### config.mk
export PLATFORM = sky130hd
export DESIGN_NAME = code_fetch_router
export DESIGN_NICKNAME = d
export VERILOG_FILES = /design/src/rtl/cfr_pkg.sv /design/src/rtl/cfr_ctrl.sv /design/src/rtl/cfr_pc_path.sv /design/src/rtl/cfr_route.sv /design/src/rtl/code_fetch_router.sv
export SDC_FILE = /design/constraint.sdc
export NUM_CORES = 1
export LEC_CHECK = 0
export BUFFER_PORTS_ARGS = -buffer_cell sky130_fd_sc_hd__clkbuf_2
export CELL_PAD_IN_SITES_DETAIL_PLACEMENT = 0
export CELL_PAD_IN_SITES_GLOBAL_PLACEMENT = 2
export CORE_UTILIZATION = 25
export CTS_BUF_LIST = sky130_fd_sc_hd__clkbuf_8
export CTS_CLUSTER_DIAMETER = 200
export DETAILED_ROUTE_END_ITERATION = 10
export HOLD_SLACK_MARGIN = 0.15
export PLACE_DENSITY_LB_ADDON = 0.1
export SYNTH_ARGS = -nofsm -noshare
export SYNTH_HDL_FRONTEND = slang
export SYNTH_SLANG_ARGS = --single-unit
### constraint.sdc
create_clock -name clk -period 2.7 [get_ports clk]
set_clock_uncertainty 0.15 [all_clocks]
set_input_delay 0.405 -clock clk [delete_from_list [all_inputs] [get_ports clk]]
set_output_delay 0.405 -clock clk [all_outputs]
set_load 0.05 [all_outputs]
### src/rtl/cfr_pkg.sv
package cfr_pkg;

  // Strobes from control to the counter datapath
  typedef struct packed {
    logic load;
    logic step;
  } pcStrobe_t;

endpackage

### src/rtl/cfr_ctrl.sv
module cfr_ctrl
  import cfr_pkg::*;
#(
  parameter bit ONCHIP_PRESENT = 1'b1
) (
  input  logic      clk,
  input  logic      rstN,
  input  logic      strapPin,
  input  logic      loadReq,
  input  logic      stepReq,
  output pcStrobe_t strobe,
  output logic      strapHeld,
  output logic      onChipEn
);

  logic strapQ;

  // The strap follows the pin only while reset is asserted
  always_ff @(posedge clk) begin
    if (!rstN) strapQ <= strapPin;
  end

  // A load takes priority; no strobe fires during reset
  always_comb begin
    strobe.load = rstN & loadReq;
    strobe.step = rstN & stepReq & ~loadReq;
  end

  assign strapHeld = strapQ;

  generate
    if (ONCHIP_PRESENT) begin : g_withStore
      assign onChipEn = strapQ;
    end else begin : g_romless
      assign onChipEn = 1'b0;
    end
  endgenerate

endmodule

### src/rtl/cfr_pc_path.sv
module cfr_pc_path
  import cfr_pkg::*;
#(
  parameter int                SEG_W    = 8,
  parameter int                OFF_W    = 16,
  parameter logic [SEG_W-1:0]  BOOT_SEG = 8'hFF
) (
  input  logic                     clk,
  input  logic                     rstN,
  input  pcStrobe_t                strobe,
  input  logic [SEG_W+OFF_W-1:0]   pcIn,
  output logic [SEG_W+OFF_W-1:0]   pcOut
);

  localparam int               ADDR_W       = SEG_W + OFF_W;
  localparam logic [SEG_W-1:0] SEG_PRE_BOOT = BOOT_SEG - SEG_W'(1);
  localparam logic [SEG_W-1:0] SEG_LOW0     = '0;
  localparam logic [SEG_W-1:0] SEG_LOW1     = SEG_W'(1);
  localparam logic [ADDR_W-1:0] RESET_PC    = {BOOT_SEG, {OFF_W{1'b0}}};

  logic [ADDR_W-1:0] pcQ;
  logic [SEG_W-1:0]  curSeg;
  logic [OFF_W-1:0]  curOff;
  logic [SEG_W-1:0]  nextSeg;
  logic [OFF_W-1:0]  nextOff;

  assign curSeg = pcQ[ADDR_W-1:OFF_W];
  assign curOff = pcQ[OFF_W-1:0];

  // Successor address with per-segment rollover
  always_comb begin
    nextSeg = curSeg;
    nextOff = curOff + OFF_W'(1);
    if (curOff == {OFF_W{1'b1}}) begin
      nextOff = '0;
      if (curSeg == BOOT_SEG)          nextSeg = BOOT_SEG;
      else if (curSeg == SEG_PRE_BOOT) nextSeg = BOOT_SEG;
      else if (curSeg == SEG_LOW1)     nextSeg = SEG_LOW0;
      else if (curSeg == SEG_LOW0)     nextSeg = SEG_LOW1;
      else                             nextSeg = curSeg;
    end
  end

  always_ff @(posedge clk) begin
    if (!rstN)            pcQ <= RESET_PC;
    else if (strobe.load) pcQ <= pcIn;
    else if (strobe.step) pcQ <= {nextSeg, nextOff};
  end

  assign pcOut = pcQ;

endmodule

### src/rtl/cfr_route.sv
module cfr_route #(
  parameter int               SEG_W     = 8,
  parameter int               OFF_W     = 16,
  parameter int               ONCHIP_AW = 15,
  parameter int               ALIAS_AW  = 14,
  parameter logic [SEG_W-1:0] BOOT_SEG  = 8'hFF,
  parameter logic [SEG_W-1:0] ALIAS_SEG = 8'h00
) (
  input  logic [SEG_W+OFF_W-1:0] pc,
  input  logic                   aliasOff,
  input  logic                   onChipEn,
  output logic [SEG_W+OFF_W-1:0] memAddr,
  output logic                   onChipSel
);

  localparam int               ADDR_W     = SEG_W + OFF_W;
  // First offset of the alias window (top 2^ALIAS_AW bytes of the segment)
  localparam logic [OFF_W-1:0] ALIAS_LOW  = OFF_W'((1 << OFF_W) - (1 << ALIAS_AW));
  localparam logic [OFF_W-1:0] ALIAS_MASK = OFF_W'((1 << ALIAS_AW) - 1);
  // Target of the window: upper part of the on-chip range
  localparam logic [OFF_W-1:0] ALIAS_BASE = OFF_W'((1 << ONCHIP_AW) - (1 << ALIAS_AW));
  localparam logic [OFF_W-1:0] ONCHIP_TOP = OFF_W'(1 << ONCHIP_AW);

  logic [SEG_W-1:0] seg;
  logic [OFF_W-1:0] off;
  logic             aliasHit;
  logic [SEG_W-1:0] memSeg;
  logic [OFF_W-1:0] memOff;
  logic             inRange;

  assign seg = pc[ADDR_W-1:OFF_W];
  assign off = pc[OFF_W-1:0];

  assign aliasHit = !aliasOff && (seg == ALIAS_SEG) && (off >= ALIAS_LOW);

  always_comb begin
    if (aliasHit) begin
      memSeg = BOOT_SEG;
      memOff = ALIAS_BASE | (off & ALIAS_MASK);
    end else begin
      memSeg = seg;
      memOff = off;
    end
  end

  // One range compare serves both direct and folded fetches
  assign inRange   = (memSeg == BOOT_SEG) && (memOff < ONCHIP_TOP);
  assign memAddr   = {memSeg, memOff};
  assign onChipSel = onChipEn && inRange;

endmodule

### src/rtl/code_fetch_router.sv
module code_fetch_router
  import cfr_pkg::*;
#(
  parameter int               SEG_W          = 8,
  parameter int               OFF_W          = 16,
  parameter int               ONCHIP_AW      = 15,
  parameter int               ALIAS_AW       = 14,
  parameter bit               ONCHIP_PRESENT = 1'b1,
  parameter logic [SEG_W-1:0] BOOT_SEG       = 8'hFF,
  parameter logic [SEG_W-1:0] ALIAS_SEG      = 8'h00
) (
  input  logic                   clk,
  input  logic                   rstN,
  input  logic                   strapPin,
  input  logic                   aliasOff,
  input  logic                   loadPc,
  input  logic [SEG_W+OFF_W-1:0] pcIn,
  input  logic                   stepPc,
  output logic [SEG_W+OFF_W-1:0] pcOut,
  output logic [SEG_W+OFF_W-1:0] memAddr,
  output logic                   onChipSel
);

  pcStrobe_t strobe;
  logic      strapQ;
  logic      onChipEn;

  cfr_ctrl #(
    .ONCHIP_PRESENT(ONCHIP_PRESENT)
  ) u_ctrl (
    .clk      (clk),
    .rstN     (rstN),
    .strapPin (strapPin),
    .loadReq  (loadPc),
    .stepReq  (stepPc),
    .strobe   (strobe),
    .strapHeld(strapQ),
    .onChipEn (onChipEn)
  );

  cfr_pc_path #(
    .SEG_W   (SEG_W),
    .OFF_W   (OFF_W),
    .BOOT_SEG(BOOT_SEG)
  ) u_pc (
    .clk   (clk),
    .rstN  (rstN),
    .strobe(strobe),
    .pcIn  (pcIn),
    .pcOut (pcOut)
  );

  cfr_route #(
    .SEG_W    (SEG_W),
    .OFF_W    (OFF_W),
    .ONCHIP_AW(ONCHIP_AW),
    .ALIAS_AW (ALIAS_AW),
    .BOOT_SEG (BOOT_SEG),
    .ALIAS_SEG(ALIAS_SEG)
  ) u_route (
    .pc       (pcOut),
    .aliasOff (aliasOff),
    .onChipEn (onChipEn),
    .memAddr  (memAddr),
    .onChipSel(onChipSel)
  );

endmodule

==> out/qor.csv <==
stage,metric,value,unit
critical_path,type of the worst setup path,reg -> out,
synthesis,"Net Count, Synth",232,
synthesis,Synth Register Bits,25,
synthesis,number of enable flip-flop cells after synthesis,1,
synthesis,top post-synthesis cells by area,"dfxtp_1, buf_4, mux2i_1, a21oi_1, nand4_1",
hold_path,hold path endpoint,u_pc.pcOut[2],
hold_path,Hold Path Origin,pcIn[2],
clock_network,Root Buffer,clkbuf_8,
drt,Routed WL,5.42,mm
clock_network,Worst-Skew Late Latency,0.27,ns
drt,drt wl/cell,15.3,µm
timing,Fmax,385,MHz
drt,# DRC,0,
hold_path,type of the worst min-delay path,in -> reg,
clock_network,clk sinks,25,
synthesis,register area share after synthesis,31.6,%
critical_path,CP Launch Type,register,
grt,GRT Resource Usage Total,16.7,%
clock_network,Worst-path clk slew,0.09,ns
synthesis,mapped cell area,1620,µm²
power,switch share,41.2,%
timing,Setup WS post-layout,0.104,ns
timing,final worst path period share,96.1,%
grt,first-pass GRT wire length,8.39,mm
power,P_int,617,µW
grt,vias in the first global route,1572,
power,Peak VDD IR,0.000207,V
drt,Routed Antenna Nets,0,
power,Sw Pwr,432,µW
timing,Max-slew headroom,48.1,%
grt,largest net degree at the start of global routing,16,
die,die width,82.4,µm
synthesis,largest area contributor in the netlist,dfxtp_1,
critical_path,R2R Path Start,u_pc.pcOut[0],
critical_path,CP arrival,2.04,ns
clock_network,# Post-CTS Setup Buffers,0,
run_status,status,"finished, final reports clean",
critical_path,Critical Path RT,2.14,ns
final_layout,final instance area,2190,µm²
power,Reg power frac,40.2,%
timing,setup tns final,0,ns
synthesis,Ys Warns,0,
place,port buffer count,78,
place,post-place setup slack,0.189,ns
drt,vias per cell,4.92,
die,die area,6790,µm²
drt,DR iter-0 viols,76,
place,GPL Wtd Cong,0.805,
clock_network,H-tree depth,1,
grt,"Remaining Overflow, GRT",0,
die,core area,6060,µm²
synthesis,distinct cell type count after synthesis,49,
power,LEAKAGE,1.02,nW
die,Initial Util,26.7,%
hold_path,hold depth,3,
final_layout,# diodes,0,
power,Cell Pwr Density,479,nW/µm²
final_layout,FILL cells,677,
clock_network,CTS tree,done,
synthesis,top cell type's share of synthesized area,29.7,%
synthesis,Synth Flop Type,dfxtp_1,
final_layout,fin nets,311,
timing,RSZ-0062 raised after global routing,false,
synthesis,"Avg Cell Area, Syn",8.04,µm²
critical_path,Worst Setup End Kind,primary output,
synthesis,Post-Syn Instances,201,
power,Clk network pwr share,22.1,%
final_layout,area grow syn2layout,35.5,%
synthesis,ys async rst share,0,%
timing,post-route minimum period,2.60,ns
critical_path,reg2reg path depth,6,
timing,Slew @ Worst Pin,0.770,ns
power,Comb power frac,37.7,%
die,die height,82.4,µm
die,num ports,79,
drt,drt first pass iters,4,
critical_path,CP max FO,10,
critical_path,flop-to-flop setup slack,0.18,ns
timing,Final Hold Fails,0,
flow_run,max_cap viols,0,
critical_path,Critical R2R Capture,u_pc.pcOut[22],
timing,WHS,0.170,ns
place,Post-DP Area,2120,µm²
final_layout,share of cells above drive strength 1,40.1,%
timing,Slew Limit Fails,0,
grt,antenna violations before repair,0,
clock_network,CTS buffer count,3,
drt,via count,1742,
die,row count,28,
clock_network,Clock Path Buffers,2,
timing,final setup violation count,0,
place,DPL Wire Length,4.16,mm
==> critical path, cell delays in order (launching register included) <==
cell and delay, ns:
dfxtp_1 0.34, or4_1 0.58, nor4_4 0.19, nand4_1 0.12, buf_4 0.18, and2_1 0.15, buf_2 0.20
==> per-stage QoR <==
| stage | std cells | total power, mW | util [%] |
|---|---|---|---|
| 3_3_place_gp | 349 | 0.829 | 35.0 |
| 2_1_floorplan | 201 | 0.715 | - |
| 3_5_place_dp | 349 | 0.827 | 35.0 |
| 4_1_cts | 354 | 1.06 | 36.0 |
| 5_1_grt | 354 | 1.10 | 36.1 |
| 6_report | 354 | 1.05 | 36.1 |
==> cells by family after synthesis <==
family / synth area share (%)
simple gates: 30.4
mux: 4.95
flops: 31.6
buf+inv: 10.8
fa+ha+maj: 0.774
compound gates: 17.2
xor+xnor: 4.33
==> power by group through the flow <==
stage | Clock, mW | Combinational, mW | Sequential, mW
3_5_place_dp | 0 | 0.397 | 0.430
4_1_cts | 0.242 | 0.400 | 0.422
2_1_floorplan | 0 | 0.208 | 0.507
5_1_grt | 0.253 | 0.421 | 0.427
3_3_place_gp | 0 | 0.400 | 0.430
6_report | 0.232 | 0.396 | 0.422
==> per-layer routing <==
layer,GRT usage (%),up-vias,wire length [µm]
li1,-,882,-
met4,4.21,0,29
met1,22.1,798,2540
met3,1.98,2,255
met2,28.5,60,2590
met5,0,-,0
==> cell usage after synthesis (all sizes together), types with 6 or more instances <==
library cell	number
nand2	11
nand2b	8
and2	6
mux2i	8
nor2	14
nand3	8
o21ai	11
a21oi	15
clkbuf	8
dfxtp	24
buf	16
nand4	12
==> timing repair <==
item / 4_1_cts / 5_1_grt
gates resized for setup: 1 / 3
setup endpoints to repair: 9 / 9
endpoints found under the hold margin: 1 / 0
hold buffers: 1 / 0
==> state kept, by name, summed over array words and instances, names as in the netlist <==
name,count
u_ctrl.onChipEn,1
u_pc.pcOut,24
==> worst max-delay path by stage <==
stage	startpoint	endpoint	depth (start not counted)
after floorplan	u_pc.pcOut[18]	memAddr[16]	4
after global placement	u_pc.pcOut[0]	u_pc.pcOut[19]	6
after detailed placement	u_pc.pcOut[0]	u_pc.pcOut[22]	6
after CTS	u_pc.pcOut[18]	memAddr[15]	6
after global routing	u_pc.pcOut[18]	memAddr[19]	6
final	u_pc.pcOut[18]	memAddr[15]	6
==> layout by cell type, fill, tap and decap left out, types with 4 or more instances in the layout <==
master / n
nand3_1: 7
o21ai_0: 11
mux2i_1: 8
nor4_1: 4
xor2_1: 5
a21oi_1: 15
nand2b_1: 8
buf_4: 19
dfxtp_1: 22
and2_1: 5
a22oi_1: 4
nand2_1: 11
clkbuf_2: 75
nor2_1: 14
nor3_1: 5
inv_1: 6
nand4_1: 11
==> layout make-up <==
cell class	instances	area, µm²	area share, %
clock buffer	3	41.3	1.88
inverter	6	22.5	1.03
multi-input combinational	146	958	43.7
tap	75	93.8	4.28
sequential	25	513	23.4
clock inverter	1	3.75	0.171
timing repair buffer	98	558	25.5
Note: power is estimated with default switching activity, not from simulation.
